$ cat config.mk
export PLATFORM = sky130hd
export DESIGN_NAME = dual_overcurrent_guard
export DESIGN_NICKNAME = d
export VERILOG_FILES = /design/src/rtl/ocg_pkg.sv /design/src/rtl/ocg_sync.sv /design/src/rtl/ocg_qualifier.sv /design/src/rtl/ocg_sticky.sv /design/src/rtl/dual_overcurrent_guard.sv
export SDC_FILE = /design/constraint.sdc
export NUM_CORES = 1
export LEC_CHECK = 0
export CORE_UTILIZATION = 31
export CTS_BUF_LIST = sky130_fd_sc_hd__clkbuf_8
export CTS_CLUSTER_SIZE = 40
export DETAILED_ROUTE_END_ITERATION = 6
export HOLD_SLACK_MARGIN = 0.1
export MAX_ROUTING_LAYER = met4
export RECOVER_POWER = 100
export SETUP_SLACK_MARGIN = 0.5
export SYNTH_ARGS = -nofsm -noshare
export SYNTH_HDL_FRONTEND = slang
export SYNTH_HIERARCHICAL = 1
export SYNTH_SLANG_ARGS = --single-unit
$ cat constraint.sdc
create_clock -name clk -period 2.5 [get_ports clk]
set_input_delay 0.375 -clock clk [delete_from_list [all_inputs] [get_ports clk]]
set_output_delay 0.375 -clock clk [all_outputs]
set_load 0.05 [all_outputs]
$ cat src/rtl/ocg_pkg.sv
package ocg_pkg;

   // number of consecutive over-threshold samples demanded by a select code
   function automatic int unsigned qual_len(input int unsigned sel);
      return 32'd1 << sel;
   endfunction

   // largest run length reachable with a select field of the given width
   function automatic int unsigned max_len(input int unsigned sel_w);
      return 32'd1 << ((32'd1 << sel_w) - 1);
   endfunction

endpackage

$ cat src/rtl/ocg_sync.sv
module ocg_sync #(
   parameter int STAGES = 2
) (
   input  logic clk,
   input  logic rst_n,
   input  logic d,
   output logic q
);
   if (STAGES < 2) begin : g_bad_stages
      $error("ocg_sync: STAGES must be at least 2");
   end

   logic [STAGES-1:0] chain;

   always_ff @(posedge clk or negedge rst_n) begin
      if (!rst_n) chain <= '0;
      else        chain <= {chain[STAGES-2:0], d};
   end

   assign q = chain[STAGES-1];
endmodule

$ cat src/rtl/ocg_qualifier.sv
module ocg_qualifier
   import ocg_pkg::*;
#(
   parameter int DATA_W = 8,
   parameter int SEL_W  = 2
) (
   input  logic              clk,
   input  logic              rst_n,
   input  logic              enable,
   input  logic [DATA_W-1:0] sample,
   input  logic              sample_valid,
   input  logic [DATA_W-1:0] limit,
   input  logic [SEL_W-1:0]  sel,
   output logic              hit
);
   localparam int MAX_LEN = int'(max_len(SEL_W));
   localparam int CNT_W   = $clog2(MAX_LEN + 1);

   if (DATA_W < 1) begin : g_bad_data
      $error("ocg_qualifier: DATA_W must be positive");
   end
   if (SEL_W < 1 || SEL_W > 3) begin : g_bad_sel
      $error("ocg_qualifier: SEL_W must be 1 to 3");
   end

   logic [CNT_W-1:0] run_cnt;
   logic [CNT_W-1:0] run_inc;
   logic [CNT_W-1:0] need;
   logic             over;

   assign over    = sample > limit;
   assign need    = CNT_W'(1) << sel;
   assign run_inc = (run_cnt == CNT_W'(MAX_LEN)) ? run_cnt : run_cnt + CNT_W'(1);
   assign hit     = enable && sample_valid && over && (run_inc >= need);

   always_ff @(posedge clk or negedge rst_n) begin
      if (!rst_n)              run_cnt <= '0;
      else if (!enable)        run_cnt <= '0;
      else if (sample_valid)   run_cnt <= over ? run_inc : '0;
   end
endmodule

$ cat src/rtl/ocg_sticky.sv
module ocg_sticky (
   input  logic clk,
   input  logic rst_n,
   input  logic enable,
   input  logic set,
   output logic q
);
   always_ff @(posedge clk or negedge rst_n) begin
      if (!rst_n)       q <= 1'b0;
      else if (!enable) q <= 1'b0;
      else if (set)     q <= 1'b1;
   end
endmodule

$ cat src/rtl/dual_overcurrent_guard.sv
module dual_overcurrent_guard #(
   parameter int DATA_W      = 8,
   parameter int SEL_W       = 2,
   parameter int SYNC_STAGES = 2,
   parameter bit ROUTE_SYNCED = 1'b0
) (
   input  logic              clk,
   input  logic              rst_n,
   input  logic              cmp_in,
   input  logic [DATA_W-1:0] adc_data,
   input  logic              adc_valid,
   input  logic [DATA_W-1:0] sec_limit,
   input  logic [SEL_W-1:0]  qual_sel,
   input  logic              fault_en,
   output logic              fault_primary,
   output logic              fault_secondary,
   output logic              ovc_route
);
   logic cmp_sync;
   logic sec_hit;

   ocg_sync #(.STAGES(SYNC_STAGES)) u_sync (
      .clk   (clk),
      .rst_n (rst_n),
      .d     (cmp_in),
      .q     (cmp_sync)
   );

   ocg_qualifier #(.DATA_W(DATA_W), .SEL_W(SEL_W)) u_qual (
      .clk          (clk),
      .rst_n        (rst_n),
      .enable       (fault_en),
      .sample       (adc_data),
      .sample_valid (adc_valid),
      .limit        (sec_limit),
      .sel          (qual_sel),
      .hit          (sec_hit)
   );

   ocg_sticky u_pri_latch (
      .clk    (clk),
      .rst_n  (rst_n),
      .enable (fault_en),
      .set    (cmp_sync),
      .q      (fault_primary)
   );

   ocg_sticky u_sec_latch (
      .clk    (clk),
      .rst_n  (rst_n),
      .enable (fault_en),
      .set    (sec_hit),
      .q      (fault_secondary)
   );

   if (ROUTE_SYNCED) begin : g_route_sync
      assign ovc_route = cmp_sync;
   end else begin : g_route_raw
      assign ovc_route = cmp_in;
   end
endmodule

# Word-level counts from Yosys, hierarchy flattened
# Cells that the tools add are included.
# word_totals
input_bits	23
out_inout_bits	3
register_bits	8
# classes
eq_ne	4
add_sub_neg	1
n_mux	8
magnitude_cmp	2
reduce_logical	3
n_shift	1
# op_table
operator	n
4-bit two-way mux	4
8-bit greater-than comparator	1
4-bit by 1-bit adder with 4-bit output (second input constant)	1
4-bit == test (second input constant)	1
4-bit >= comparator	1
1-bit two-way mux	4
2-bit by 1-bit != test with 1-bit output (second input constant)	2
1-bit by 2-bit << shifter with 4-bit output (first input constant)	1
1-bit logical AND	3
2-bit != test (second input constant)	1

# Logic depth before layout (Yosys ltp)
# logic_depth
ltp_word	6
depth_mapped	12
mapped_depth_nobuf	12

# Modules after synthesis
# The synthesis kept the hierarchy.
# modules_own_cells
mod	n_inst	area_per_inst_um2	cells_each	seq_area_each_um2
ocg_qualifier	1	593.1	68	100.1
ocg_sticky	2	32.5	2	25.0
ocg_sync	1	50.0	2	50.0
dual_overcurrent_guard	1	7.5	1	0.0

# Worst setup path before layout
# No wires, ideal clock.
# synth_timing
kind	reg2reg
from	register u_qual.run_cnt[0]
to	register u_sec_latch.q
setup_time_ns	0.119
setup_slack_ns	0.363
required_ns	2.381
stages_incl_launch_ff	13
period_less_slack_ns	2.137
path_buffers	0
t_arrival_ns	2.018
cell_sequence	dfrtp_1 -> inv_1 -> ha_1 -> nand2_1 -> nor2_1 -> xnor2_1 -> ha_1 -> nand2b_1 -> a21o_1 -> a21o_1 -> a21oi_1 -> nor3_1 -> o21a_1
# synth_between
elab_chain_cells	5
# synth_lines
item	line	text
start, declared	ocg_qualifier.sv:26	logic [CNT_W-1:0] run_cnt;
start signal, assigned	ocg_qualifier.sv:39	else if (sample_valid) run_cnt <= over ? run_inc : '0;
4-bit by 1-bit adder with 4-bit output / 4-bit == test (equally long branches)	ocg_qualifier.sv:33	assign run_inc = (run_cnt == CNT_W'(MAX_LEN)) ? run_cnt : run_cnt + CNT_W'(1);
4-bit two-way mux (*)	ocg_qualifier.sv:33	
4-bit >= comparator (*)	ocg_qualifier.sv:34	assign hit = enable && sample_valid && over && (run_inc >= need);
1-bit logical AND (*)	ocg_qualifier.sv:34	
net sec_hit	dual_overcurrent_guard.sv:20	logic sec_hit;
2-bit by 1-bit != test with 1-bit output (no source line) (*)	--	
end signal, assigned	ocg_sticky.sv:9	if (!rst_n) q <= 1'b0;
end signal, assigned	ocg_sticky.sv:10	else if (!enable) q <= 1'b0;
end signal, assigned	ocg_sticky.sv:11	else if (set) q <= 1'b1;
end, declared	ocg_sticky.sv:6	output logic q
# Mark *: on every way through the listed nets, which the timed path passes. The rest lies on a longest branch.
# A chain may end at the register's enable or synchronous reset.

# Worst setup path in the final report
# Ends and elaborated chain as after synthesis.

==> results.sh <==
export IMPL_status="finished clean"
export IMPL_gp_congestion=0.714
export IMPL_cts_max_level=1
export IMPL_drt_iter0_drc=10
export IMPL_min_from="u_sync/chain[0]"
export IMPL_finalSetupViolations=0
export IMPL_finalCriticalPeriod_ns=2.10
export IMPL_ant_nets=0
export IMPL_critPathMaxFanout=3
export IMPL_maxCapViolations=0
export IMPL_nets=145
export IMPL_drt_total_wl_um=1650
export IMPL_layout_commonest_cell="clkdlybuf4s50_1"
export IMPL_drcViolationCount=0
export IMPL_fin_crit_sh=0.840
export IMPL_routed_via_count=645
export IMPL_cp_start_kind="register"
export IMPL_cp_startpoint="u_qual/run_cnt[0]"
export IMPL_ys_seq_area_frac=0.280
export IMPL_reg2regPathDepth=12
export IMPL_setup_tns_ns=0
export IMPL_clk_pin_slew_ns=0.04
export IMPL_grt_pass1_vias=638
export IMPL_worstPathRequired_ns=2.61
export IMPL_grt_pass1_wl_um=2460
export IMPL_synth_avg_cell_area_sq_um=9.54
export IMPL_timing_hold_ws_ns=0.350
export IMPL_holdPathStages=0
export IMPL_final_cell_mix="clkdlybuf4s50_1 (9), dlymetal6s2s_1 (7), dfrtp_1 (7), ha_4 (7)"
export IMPL_cts_tree="yes"
export IMPL_rows=17
export IMPL_via_per_inst=4.81
export IMPL_die_h_um=50.1
export IMPL_syn_to_final_growth_pct=69.1
export IMPL_clk_latency_ns=0.22
export IMPL_cts_buffers=3
export IMPL_worstSetupEndpointType="register"
export IMPL_ios=26
export IMPL_r2r_end="u_sec_latch/q"
export IMPL_clockBufferDepth=2
export IMPL_cts_sinks=8
export IMPL_rsz0062_at_grt="true"
export IMPL_grt_max_degree=9
export IMPL_overflow=0
export IMPL_stdcell_count=134
export IMPL_core_area_sq_mm=0.00219
export IMPL_ys_types=28
export IMPL_ys_seq_elements=8
export IMPL_max_freq_mhz=476
export IMPL_syn_cell_area_sq_um=716
export IMPL_peakVddDrop_v=0.000299
export IMPL_slew_violations=0
export IMPL_dieArea_sq_mm=0.00251
export IMPL_syn_inst=75
export IMPL_grt_use_total=0.135
export IMPL_regToRegStartpoint="u_qual/run_cnt[0]"
export IMPL_skew_ns=0.00190
export IMPL_tightest_slew_ns=0.501
export IMPL_placed_cells_incl_taps=127
export IMPL_drive_above_1_share=0.302
export IMPL_power_leakage_uw=0.000593
export IMPL_hold_end="u_sync/chain[1]"
export IMPL_die_w_um=50.1
export IMPL_antenna_found_initial=0
export IMPL_ys_warn_count=6
export IMPL_powerDensity_mw_per_mm2=365
export IMPL_reg2reg_slack_ns=0.40
export IMPL_drtPass1Iterations=4
export IMPL_fill_cells=199
export IMPL_drt_wirelength_per_cell_um=12.3
export IMPL_portBuffers=25
export IMPL_dpl_hpwl_um=1230
export IMPL_crit_arrival_ns=2.21
export IMPL_slew_headroom=0.665
export IMPL_n_antenna_cell=0
export IMPL_p_total_uw=441
export IMPL_synth_nets=112
export IMPL_start_util=0.327
export IMPL_hp_class="reg -> reg"
export IMPL_hold_viol=0
export IMPL_cts_hold_buffers=0
export IMPL_critical_path_class="reg -> reg"
export IMPL_clockRootBuffer="clkbuf_8"
[metrics by stage]
step | util | setup slack (ns) | instance area, sq um
4_1_cts | 0.503 | 0.434 | 1100
3_3_place_gp | 0.461 | 0.128 | 1010
6_report | 0.552 | 0.399 | 1210
2_1_floorplan | - | 0.476 | 733
3_5_place_dp | 0.461 | 0.0621 | 1010
5_1_grt | 0.552 | 0.255 | 1210
[report_power, final]
part           internal [uW]  switching, uW
combinational           84.2           69.1
clock                    104           46.5
sequential               135           2.47
[cells in the mapped netlist]
cell type	number	area [sq um]
ha_1	14	175
inv_1	10	37.5
dfrtp_1	8	200
nand2_1	4	15.0
nand2b_1	4	25.0
a21o_1	3	22.5
a22o_1	3	26.3
nor2_1	3	11.3
a21oi_1	2	10.0
nand4_1	2	12.5
nor2b_1	2	12.5
o21a_1	2	15.0
o31ai_1	2	15.0
xnor2_1	2	17.5
a2111oi_4	1	27.5
a21oi_2	1	8.76
and3_1	1	6.26
buf_4	1	7.51
mux2i_1	1	10.0
nand3_1	1	5.00
nor2_2	1	6.26
nor3_1	1	5.00
nor4_1	1	6.26
o2111ai_1	1	8.76
o211a_1	1	10.0
o211ai_1	1	7.51
o21ai_1	1	5.00
or2_2	1	6.26
[flip-flops by register name (all words and copies together), names as in the netlist]
register / cells
u_pri_latch/q: 1
u_sync/chain: 2
u_qual/run_cnt: 4
u_sec_latch/q: 1
[layer usage]
metal / GRT usage / share of wire / up-vias
met5: - / 0 / -
met4: 0.0714 / 0 / 0
met3: 0.0154 / 0.046 / 0
met2: 0.242 / 0.54 / 14
met1: 0.142 / 0.42 / 301
li1: - / - / 330
[logic make-up after synthesis]
family,after synthesis,synth area share
compound gates,18,0.219
xor+xnor,2,0.0245
fa+ha+maj,14,0.245
buf+inv,11,0.0629
flops,8,0.280
mux,1,0.0140
simple gates,21,0.156
[cell type report]
| type | count | area (sq um) | area share |
|---|---|---|---|
| Multi-Input combinational cell | 56 | 599 | 0.495 |
| Timing Repair Buffer | 29 | 295 | 0.244 |
| Sequential cell | 8 | 201 | 0.166 |
| Clock buffer | 3 | 41.3 | 0.0341 |
| Inverter | 10 | 37.5 | 0.0310 |
| Tap cell | 28 | 35.0 | 0.0290 |
[critical path: stages, from the launching register on]
cell	delay, ns
dfrtp_2	0.40
inv_2	0.07
ha_4	0.12
nand2_2	0.06
nor2_1	0.16
xnor2_1	0.14
ha_1	0.24
nand2b_1	0.14
a21o_1	0.15
a21o_1	0.15
a21oi_2	0.12
nor3_1	0.06
o21a_1	0.18
[how the worst max path moves through the flow]
stage / endpoint / slack [ns] / cells past startpoint
2_1_floorplan: u_sec_latch/q / 0.48 / 12
3_3_place_gp: u_qual/run_cnt[2] / 0.13 / 8
3_5_place_dp: u_qual/run_cnt[2] / 0.06 / 8
4_1_cts: u_sec_latch/q / 0.43 / 12
5_1_grt: u_sec_latch/q / 0.25 / 12
6_report: u_sec_latch/q / 0.40 / 12
[what timing repair did]
item / 4_1_cts / 5_1_grt
pin swaps: 9 / 10
gates resized for setup: 9 / 26
buffers inserted: 4 / 0
endpoints found under the setup margin: 6 / 5
No activity file was read; power rests on OpenSTA's default activity.
